<file path="config.mk">
export PLATFORM = sky130hd
export DESIGN_NAME = cfgcmd_ctrl
export DESIGN_NICKNAME = d
export VERILOG_FILES = /design/src/rtl/cfgcmd_pkg.sv /design/src/rtl/cfgcmd_decode.sv /design/src/rtl/cfgcmd_exec.sv /design/src/rtl/cfgcmd_regs.sv /design/src/rtl/cfgcmd_ctrl.sv
export SDC_FILE = /design/constraint.sdc
export NUM_CORES = 1
export LEC_CHECK = 0
export BUFFER_PORTS_ARGS = -buffer_cell sky130_fd_sc_hd__buf_2
export CAP_MARGIN = 20
export CORE_UTILIZATION = 59
export CTS_BUF_LIST = sky130_fd_sc_hd__clkbuf_4
export DETAILED_ROUTE_END_ITERATION = 7
export PLACE_DENSITY = 0.91
export SYNTH_ARGS = -nofsm -noshare
export SYNTH_HDL_FRONTEND = slang
export SYNTH_SLANG_ARGS = --single-unit
</file>
<file path="constraint.sdc">
create_clock -name clk -period 3.5 [get_ports clk]
set_input_delay 0.35 -clock clk [delete_from_list [all_inputs] [get_ports clk]]
set_output_delay 0.35 -clock clk [all_outputs]
set_load 0.005 [all_outputs]
</file>
<file path="src/rtl/cfgcmd_pkg.sv">
package cfgcmd_pkg;

   typedef enum logic [1:0] {
      SEL_NONE = 2'd0,
      SEL_DATA = 2'd1,
      SEL_CTRL = 2'd2,
      SEL_STAT = 2'd3
   } reg_sel_e;

   localparam int STAT_W       = 2;
   localparam int STAT_DONE_IX = 0;
   localparam int STAT_ERR_IX  = 1;

   function automatic logic [STAT_W-1:0] cmd_status(input logic unknown);
      logic [STAT_W-1:0] s;
      s = '0;
      s[STAT_DONE_IX] = 1'b1;
      s[STAT_ERR_IX]  = unknown;
      return s;
   endfunction

endpackage

</file>
<file path="src/rtl/cfgcmd_decode.sv">
module cfgcmd_decode
   import cfgcmd_pkg::*;
#(
   parameter int              ADDR_W    = 12,
   parameter int              ID_W      = 12,
   parameter logic [ID_W-1:0] ENABLE_ID = 12'h190,
   parameter int              OFS_DATA  = 'hA0,
   parameter int              OFS_CTRL  = 'hA4,
   parameter int              OFS_STAT  = 'hA8
) (
   input  logic [ID_W-1:0]   board_id,
   input  logic              psel,
   input  logic              penable,
   input  logic              pwrite,
   input  logic [ADDR_W-1:0] paddr,
   output logic              bank_on,
   output reg_sel_e          sel,
   output logic              wr_stb,
   output logic              rd_en
);

   localparam logic [ADDR_W-1:0] A_DATA = ADDR_W'(OFS_DATA);
   localparam logic [ADDR_W-1:0] A_CTRL = ADDR_W'(OFS_CTRL);
   localparam logic [ADDR_W-1:0] A_STAT = ADDR_W'(OFS_STAT);

   if (ADDR_W < 8)
      $error("cfgcmd_decode: ADDR_W too small for register offsets");
   if (OFS_DATA == OFS_CTRL || OFS_DATA == OFS_STAT || OFS_CTRL == OFS_STAT)
      $error("cfgcmd_decode: register offsets must differ");

   assign bank_on = (board_id == ENABLE_ID);

   always_comb begin
      sel = SEL_NONE;
      if (bank_on) begin
         if      (paddr == A_DATA) sel = SEL_DATA;
         else if (paddr == A_CTRL) sel = SEL_CTRL;
         else if (paddr == A_STAT) sel = SEL_STAT;
      end
   end

   assign wr_stb = psel && penable && pwrite && (sel != SEL_NONE);
   assign rd_en  = psel && !pwrite && (sel != SEL_NONE);

endmodule

</file>
<file path="src/rtl/cfgcmd_exec.sv">
module cfgcmd_exec #(
   parameter int                DATA_W        = 32,
   parameter logic [DATA_W-1:0] CLEAR_MASK    = 32'h000C_0000,
   parameter logic [DATA_W-1:0] SHUTDOWN_CODE = 32'hC080_0000,
   parameter logic [DATA_W-1:0] REBOOT_CODE   = 32'hC090_0000,
   parameter bit                REQ_REGISTERED = 1'b1
) (
   input  logic              clk,
   input  logic              rst_n,
   input  logic              cmd_stb,
   input  logic [DATA_W-1:0] cmd_word,
   output logic [DATA_W-1:0] cmd_masked,
   output logic              cmd_unknown,
   output logic              shutdown_req,
   output logic              reboot_req
);

   localparam int NUM_CMDS = 2;
   localparam logic [NUM_CMDS-1:0][DATA_W-1:0] CODE_TAB = {REBOOT_CODE, SHUTDOWN_CODE};

   if (SHUTDOWN_CODE == REBOOT_CODE)
      $error("cfgcmd_exec: command codes must differ");
   if ((SHUTDOWN_CODE & CLEAR_MASK) != '0 || (REBOOT_CODE & CLEAR_MASK) != '0)
      $error("cfgcmd_exec: command codes overlap the cleared bits");

   logic [NUM_CMDS-1:0] hit;
   logic [NUM_CMDS-1:0] fire;

   assign cmd_masked = cmd_word & ~CLEAR_MASK;

   for (genvar i = 0; i < NUM_CMDS; i++) begin : g_match
      assign hit[i] = (cmd_masked == CODE_TAB[i]);
   end

   assign cmd_unknown = (hit == '0);

   if (REQ_REGISTERED) begin : g_reg
      logic [NUM_CMDS-1:0] req_q;
      always_ff @(posedge clk or negedge rst_n) begin
         if (!rst_n) req_q <= '0;
         else        req_q <= cmd_stb ? hit : '0;
      end
      assign fire = req_q;
   end else begin : g_comb
      assign fire = cmd_stb ? hit : '0;
   end

   assign shutdown_req = fire[0];
   assign reboot_req   = fire[1];

endmodule

</file>
<file path="src/rtl/cfgcmd_regs.sv">
module cfgcmd_regs
   import cfgcmd_pkg::*;
#(
   parameter int DATA_W = 32
) (
   input  logic              clk,
   input  logic              rst_n,
   input  logic              wr_stb,
   input  reg_sel_e          sel,
   input  logic [DATA_W-1:0] wdata,
   input  logic [DATA_W-1:0] cmd_masked,
   input  logic              cmd_unknown,
   output logic [DATA_W-1:0] data_q,
   output logic [DATA_W-1:0] ctrl_q,
   output logic [STAT_W-1:0] stat_q
);

   if (DATA_W < STAT_W)
      $error("cfgcmd_regs: DATA_W narrower than status field");

   always_ff @(posedge clk or negedge rst_n) begin
      if (!rst_n) begin
         data_q <= '0;
         ctrl_q <= '0;
         stat_q <= '0;
      end else if (wr_stb) begin
         unique case (sel)
            SEL_DATA: data_q <= wdata;
            SEL_CTRL: begin
               ctrl_q <= cmd_masked;
               stat_q <= cmd_status(cmd_unknown);
            end
            SEL_STAT: stat_q <= wdata[STAT_W-1:0];
            default: ;
         endcase
      end
   end

endmodule

</file>
<file path="src/rtl/cfgcmd_ctrl.sv">
module cfgcmd_ctrl
   import cfgcmd_pkg::*;
#(
   parameter int                ADDR_W         = 12,
   parameter int                DATA_W         = 32,
   parameter int                ID_W           = 12,
   parameter logic [ID_W-1:0]   ENABLE_ID      = 12'h190,
   parameter logic [DATA_W-1:0] CLEAR_MASK     = 32'h000C_0000,
   parameter logic [DATA_W-1:0] SHUTDOWN_CODE  = 32'hC080_0000,
   parameter logic [DATA_W-1:0] REBOOT_CODE    = 32'hC090_0000,
   parameter bit                REQ_REGISTERED = 1'b1
) (
   input  logic              clk,
   input  logic              rst_n,
   input  logic [ID_W-1:0]   board_id,
   input  logic              psel,
   input  logic              penable,
   input  logic              pwrite,
   input  logic [ADDR_W-1:0] paddr,
   input  logic [DATA_W-1:0] pwdata,
   output logic [DATA_W-1:0] prdata,
   output logic              shutdown_req,
   output logic              reboot_req
);

   if (DATA_W != 32)
      $error("cfgcmd_ctrl: command codes assume a 32-bit data path");

   logic              bank_on;
   reg_sel_e          sel;
   logic              wr_stb;
   logic              rd_en;
   logic [DATA_W-1:0] cmd_masked;
   logic              cmd_unknown;
   logic [DATA_W-1:0] data_q;
   logic [DATA_W-1:0] ctrl_q;
   logic [STAT_W-1:0] stat_q;

   cfgcmd_decode #(
      .ADDR_W(ADDR_W), .ID_W(ID_W), .ENABLE_ID(ENABLE_ID),
      .OFS_DATA('hA0), .OFS_CTRL('hA4), .OFS_STAT('hA8)
   ) u_dec (
      .board_id(board_id), .psel(psel), .penable(penable), .pwrite(pwrite),
      .paddr(paddr), .bank_on(bank_on), .sel(sel), .wr_stb(wr_stb), .rd_en(rd_en)
   );

   cfgcmd_exec #(
      .DATA_W(DATA_W), .CLEAR_MASK(CLEAR_MASK), .SHUTDOWN_CODE(SHUTDOWN_CODE),
      .REBOOT_CODE(REBOOT_CODE), .REQ_REGISTERED(REQ_REGISTERED)
   ) u_exec (
      .clk(clk), .rst_n(rst_n), .cmd_stb(wr_stb && sel == SEL_CTRL),
      .cmd_word(pwdata), .cmd_masked(cmd_masked), .cmd_unknown(cmd_unknown),
      .shutdown_req(shutdown_req), .reboot_req(reboot_req)
   );

   cfgcmd_regs #(.DATA_W(DATA_W)) u_regs (
      .clk(clk), .rst_n(rst_n), .wr_stb(wr_stb), .sel(sel), .wdata(pwdata),
      .cmd_masked(cmd_masked), .cmd_unknown(cmd_unknown),
      .data_q(data_q), .ctrl_q(ctrl_q), .stat_q(stat_q)
   );

   always_comb begin
      prdata = '0;
      if (rd_en) begin
         unique case (sel)
            SEL_DATA: prdata = data_q;
            SEL_CTRL: prdata = ctrl_q;
            SEL_STAT: prdata = {{(DATA_W-STAT_W){1'b0}}, stat_q};
            default:  prdata = '0;
         endcase
      end
   end

   // Bus-side views used by the properties below
   logic bus_wr;
   assign bus_wr = psel && penable && pwrite && (board_id == ENABLE_ID);

   a_r4_ctrl_masked: assert property (@(posedge clk) disable iff (!rst_n)
      (bus_wr && paddr == ADDR_W'('hA4)) |=> ((ctrl_q & CLEAR_MASK) == '0));

   a_r5_done_after_cmd: assert property (@(posedge clk) disable iff (!rst_n)
      (bus_wr && paddr == ADDR_W'('hA4)) |=> stat_q[STAT_DONE_IX]);

   a_r8_stat_low_bits: assert property (@(posedge clk) disable iff (!rst_n)
      (bus_wr && paddr == ADDR_W'('hA8)) |=> (stat_q == $past(pwdata[STAT_W-1:0])));

   a_r2_off_reads_zero: assert property (@(posedge clk) disable iff (!rst_n)
      (board_id != ENABLE_ID) |-> (prdata == '0));

   a_r7_req_exclusive: assert property (@(posedge clk) disable iff (!rst_n)
      !(shutdown_req && reboot_req));

   if (REQ_REGISTERED) begin : g_req_chk
      a_r6_shutdown_cause: assert property (@(posedge clk) disable iff (!rst_n)
         shutdown_req |-> $past(bus_wr && paddr == ADDR_W'('hA4)));
      a_r6_shutdown_single: assert property (@(posedge clk) disable iff (!rst_n)
         shutdown_req |=> !shutdown_req);
      a_r7_reboot_cause: assert property (@(posedge clk) disable iff (!rst_n)
         reboot_req |-> $past(bus_wr && paddr == ADDR_W'('hA4)));
   end

endmodule

</file>
==> report_table.html <==
<table>
<tr><th>Metric</th><th>Value</th></tr>
<tr><th colspan="2">STA</th></tr>
<tr><td>TNS Setup</td><td>0 ns</td></tr>
<tr><td>Actual slew at the worst max-slew pin</td><td>0.884 ns</td></tr>
<tr><td>Endpoints failing setup</td><td>0</td></tr>
<tr><td>Worst hold margin</td><td>0.0400 ns</td></tr>
<tr><td>Crit share post-route</td><td>0.822</td></tr>
<tr><td>Final max-slew violation count</td><td>0</td></tr>
<tr><td>Hold Violations, Final</td><td>0</td></tr>
<tr><td>Relative max-transition margin</td><td>0.410</td></tr>
<tr><td>Final period demand of the worst path</td><td>2.88 ns</td></tr>
<tr><td>Unrepaired setup endpoints after global routing</td><td>false</td></tr>
<tr><td>Max frequency</td><td>0.347 GHz</td></tr>
<tr><td>Clock tree skew after final layout</td><td>0 ns</td></tr>
<tr><th colspan="2">Critical path</th></tr>
<tr><td>Worst setup slack for register-to-register paths</td><td>2.72 ns</td></tr>
<tr><td>Startpoint kind of the worst setup timing path</td><td>input port</td></tr>
<tr><td>Crit path buf inv count</td><td>2</td></tr>
<tr><td>Startpoint of the worst register-to-register path</td><td>u_regs.data_q[24]</td></tr>
<tr><td>Worst path slowest cell</td><td>sky130_fd_sc_hd__or4_2</td></tr>
<tr><td>R2R cell count</td><td>1</td></tr>
<tr><td>Critical-path maximum fanout</td><td>28</td></tr>
<tr><td>Capture instance of the worst register-to-register path</td><td>u_regs.data_q[24]</td></tr>
<tr><td>Crit path largest cell delay</td><td>1.13 ns</td></tr>
<tr><td>CP arrival</td><td>2.53 ns</td></tr>
<tr><td>Crit path capture type</td><td>output port</td></tr>
<tr><td>Critical Path Most Common Cell</td><td>sky130_fd_sc_hd__buf_2</td></tr>
<tr><td>CP required</td><td>3.15 ns</td></tr>
<tr><td>Worst-path cell chain</td><td>buf_2, nor4_2, nand4_1, or4_2, nor2_1, buf_2</td></tr>
<tr><td>Worst Setup Path Type</td><td>input port to output port</td></tr>
<tr><td>Cell family with the largest share of critical-path delay</td><td>simple AND/OR/NAND/NOR gates</td></tr>
<tr><th colspan="2">Clock network</th></tr>
<tr><td>CTS root buf</td><td>sky130_fd_sc_hd__clkbuf_4</td></tr>
<tr><td>Clock input transition at the sequential cells of the worst setup and hold paths</td><td>0.10 ns</td></tr>
<tr><td>Clock sink count</td><td>66</td></tr>
<tr><td>CTS Hold Buffers Added</td><td>0</td></tr>
<tr><td>Deepest clock path buffer count</td><td>2</td></tr>
<tr><td>Clock tree from TritonCTS</td><td>yes</td></tr>
<tr><td>Number of CTS-inserted buffers</td><td>9</td></tr>
<tr><td>Setup fix buffers added after clock tree synthesis</td><td>0</td></tr>
<tr><td>Clock H-tree levels</td><td>3</td></tr>
<tr><td>Insertion delay of the later-clocked pin in the worst-skew pair</td><td>0.39 ns</td></tr>
<tr><td>Number of cells upsized or downsized after cts</td><td>0</td></tr>
<tr><th colspan="2">Flow run</th></tr>
<tr><td>Count of max-cap constraint violations</td><td>0</td></tr>
<tr><th colspan="2">Die</th></tr>
<tr><td>Die area</td><td>6450 µm²</td></tr>
<tr><td>Vertical extent of the die</td><td>80.3 µm</td></tr>
<tr><td>Floorplan core area</td><td>5920 µm²</td></tr>
<tr><td>Die X</td><td>80.3 µm</td></tr>
<tr><td>Initial standard-cell utilization of the core</td><td>0.611</td></tr>
<tr><td>I/O pin count</td><td>95</td></tr>
<tr><td>Number of cell rows</td><td>28</td></tr>
<tr><th colspan="2">Synthesis</th></tr>
<tr><td>Average instance area after synthesis</td><td>14.3 µm²</td></tr>
<tr><td>Post-synthesis adder-cell area fraction</td><td>0</td></tr>
<tr><td>Area share of and/or/nand/nor cells after synthesis</td><td>0.138</td></tr>
<tr><td>Largest family of logic cells by synthesized area</td><td>multiplexers</td></tr>
<tr><td>Distinct cells, synth</td><td>36</td></tr>
<tr><td>Post-synth EDFFs</td><td>0</td></tr>
<tr><td>Flops &amp; latches, synth</td><td>66</td></tr>
<tr><td>Post-Synthesis Cells</td><td>253</td></tr>
<tr><td>Sequential element share of the synthesized area</td><td>0.456</td></tr>
<tr><td>Total standard cell area after synthesis</td><td>3620 µm²</td></tr>
<tr><td>Flip-flop cell with the highest count after synthesis</td><td>sky130_fd_sc_hd__dfrtp_1</td></tr>
<tr><td>Synthesized Nets</td><td>314</td></tr>
<tr><td>Post-synthesis async set-or-reset flop share</td><td>1.00</td></tr>
<tr><td>Fraction of synthesized cell area in xor and xnor cells</td><td>0.00242</td></tr>
<tr><td>Yosys warning total</td><td>0</td></tr>
<tr><td>Synth Area in Compound Gates</td><td>0.00726</td></tr>
<tr><td>Mux cell area share after synthesis</td><td>0.341</td></tr>
<tr><th colspan="2">Detailed routing</th></tr>
<tr><td>Routed len/inst</td><td>17.0 µm</td></tr>
<tr><td>First-pass detailed-route iteration total</td><td>6</td></tr>
<tr><td>Count of routing violations after the opening detailed-route iteration</td><td>81</td></tr>
<tr><td>Remaining number of nets flagged by the antenna check after routing</td><td>0</td></tr>
<tr><td>Sum of routed wire length over all layers</td><td>7.28 mm</td></tr>
<tr><td>Total via count in the routed design</td><td>2386</td></tr>
<tr><td>DRC violation count after routing</td><td>0</td></tr>
<tr><td>Per-cell via count in the routed design</td><td>5.57</td></tr>
<tr><th colspan="2">Place</th></tr>
<tr><td>Global placement routability congestion</td><td>0.809</td></tr>
<tr><td>Port-buffer cells</td><td>94</td></tr>
<tr><td>Estimated wirelength of the detail-placed design</td><td>5.13 mm</td></tr>
<tr><th colspan="2">Layout</th></tr>
<tr><td>Number of filler instances in the final layout</td><td>432</td></tr>
<tr><td>Net count of the finished layout</td><td>409</td></tr>
<tr><td>Utilization after layout</td><td>0.698</td></tr>
<tr><td>Growth of design area from synthesis to finish</td><td>14.2%</td></tr>
<tr><td>Fraction of final layout cells with drive strength greater than 1</td><td>0.558</td></tr>
<tr><td>Diode insertion count for antenna repair</td><td>0</td></tr>
<tr><th colspan="2">Global route</th></tr>
<tr><td>Number of antenna violations at the first check in global routing</td><td>0</td></tr>
<tr><td>Pin count of the biggest net entering global routing</td><td>39</td></tr>
<tr><td>Total grt overflow</td><td>0</td></tr>
<tr><td>Vias in the first global route</td><td>2391</td></tr>
<tr><td>Wire length of the first global-routing pass</td><td>11.4 mm</td></tr>
<tr><td>Total track usage</td><td>0.244</td></tr>
<tr><th colspan="2">Pwr</th></tr>
<tr><td>Switching Fraction</td><td>0.241</td></tr>
<tr><td>Power share of the sequential group</td><td>0.598</td></tr>
<tr><td>Internal portion of total power</td><td>967 µW</td></tr>
<tr><td>Total power per unit cell area</td><td>308 nW/µm²</td></tr>
<tr><td>LEAKAGE</td><td>0.00208 µW</td></tr>
<tr><td>Power spent charging and discharging nets</td><td>307 µW</td></tr>
<tr><td>Comb pwr share</td><td>0.073</td></tr>
<tr><td>Relative contribution of the clock network to total power</td><td>0.329</td></tr>
<tr><td>Peak supply drop</td><td>153 µV</td></tr>
<tr><th colspan="2">Run status</th></tr>
<tr><td>Outcome</td><td>complete, no violations</td></tr>
<tr><th colspan="2">Min path</th></tr>
<tr><td>Hold WC Path Type</td><td>input port to async pin</td></tr>
</table>
cells by family (layout without fill, tap and decap cells):
logic type / after synthesis / in the layout
multiplexers: 93 / 93
AND/OR/NAND/NOR: 74 / 74
flip-flops: 66 / 66
XOR/XNOR: 1 / 1
buffers and inverters: 15 / 115
AO/OA/AOI/OAI: 4 / 4
metal layers:
metal / up-vias / routed length, µm / track usage
met5: - / 0 / 0
li1: 1104 / - / -
met4: 0 / 97 / 0.120
met2: 82 / 3480 / 0.377
met1: 1192 / 3370 / 0.334
met3: 8 / 330 / 0.0398
worst max path at each step:
stage,start,to,slack (ns),depth (start not counted)
CTS,board_id[0],prdata[22],0.61,6
finish,board_id[0],prdata[22],0.62,6
detailed placement,board_id[0],prdata[31],0.64,6
global route,board_id[0],prdata[22],0.51,6
floorplan,board_id[9],prdata[10],1.44,6
global placement,board_id[0],prdata[31],0.68,6
sequential cells by signal, indices dropped and copies added, names as in the netlist:
| signal | count |
|---|---|
| u_regs.data_q | 32 |
| u_regs.ctrl_q | 30 |
| u_regs.stat_q | 2 |
| u_exec.fire | 2 |
area by class of cell:
class                      count  area (µm²)  area share
sequential                    66        1650       0.400
multi-input combinational    172        1770       0.429
clock inverter                 4        18.8     0.00454
timing repair buffer          98         500       0.121
clock buffer                  12        90.1      0.0218
inverter                       1        3.75    0.000909
tap                           75        93.8      0.0227
stage by stage:
stage | area (µm²) | power (µW) | setup WS [ns] | cells
finish | 4130 | 1270 | 0.622 | 428
floorplan | 3620 | 805 | 1.44 | 253
global route | 4130 | 1330 | 0.511 | 428
CTS | 4130 | 1290 | 0.607 | 428
detailed placement | 4020 | 871 | 0.641 | 412
global placement | 4020 | 869 | 0.683 | 412
cell usage in the layout (no fill, tap or decap), types with 3 or more instances in the layout:
master / synthesis / routed
sky130_fd_sc_hd__nor3_1: 4 / 4
sky130_fd_sc_hd__mux2_4: 60 / 60
sky130_fd_sc_hd__nor2_4: 10 / 10
sky130_fd_sc_hd__nand4_1: 3 / 3
sky130_fd_sc_hd__clkbuf_4: 0 / 12
sky130_fd_sc_hd__nor4_1: 6 / 6
sky130_fd_sc_hd__buf_2: 3 / 94
sky130_fd_sc_hd__nand2_1: 4 / 4
sky130_fd_sc_hd__clkinv_2: 0 / 3
sky130_fd_sc_hd__buf_4: 0 / 4
sky130_fd_sc_hd__mux2i_1: 30 / 30
sky130_fd_sc_hd__mux2_2: 3 / 3
sky130_fd_sc_hd__dfrtp_1: 66 / 66
sky130_fd_sc_hd__nor2_1: 21 / 21
cells in the mapped netlist, types with 2 or more instances:
cell                       count  area [µm²]
sky130_fd_sc_hd__nor4b_1       2        17.5
sky130_fd_sc_hd__mux2i_1      30         300
sky130_fd_sc_hd__mux2_2        3        33.8
sky130_fd_sc_hd__nor2_4       10         113
sky130_fd_sc_hd__nor2_1       21        78.8
sky130_fd_sc_hd__nor2b_1       2        12.5
sky130_fd_sc_hd__nor4_1        6        37.5
sky130_fd_sc_hd__dfrtp_1      66        1650
sky130_fd_sc_hd__and2_1        2        12.5
sky130_fd_sc_hd__mux2_4       60         901
sky130_fd_sc_hd__o21ai_0       2        10.0
sky130_fd_sc_hd__nand4_1       3        18.8
sky130_fd_sc_hd__and3_1        3        18.8
sky130_fd_sc_hd__buf_6         3        33.8
sky130_fd_sc_hd__and4bb_2      2        25.0
sky130_fd_sc_hd__nand2b_1      2        12.5
sky130_fd_sc_hd__nand2_1       4        15.0
sky130_fd_sc_hd__nand3_1       2        10.0
sky130_fd_sc_hd__nor3_1        4        20.0
sky130_fd_sc_hd__buf_2         3        15.0
sky130_fd_sc_hd__or2_2         2        12.5
sky130_fd_sc_hd__buf_12        7         140
power groups by stage:
| stage | combinational (µW) | sequential (µW) | clock, µW |
|---|---|---|---|
| final | 92.9 | 762 | 419 |
| after global routing | 103 | 762 | 464 |
| after CTS | 94.6 | 762 | 431 |
| after detailed placement | 94.4 | 777 | 0 |
| after global placement | 91.9 | 777 | 0 |
| after floorplan | 27.4 | 777 | 0 |
Note: power is estimated with default switching activity, not from simulation.
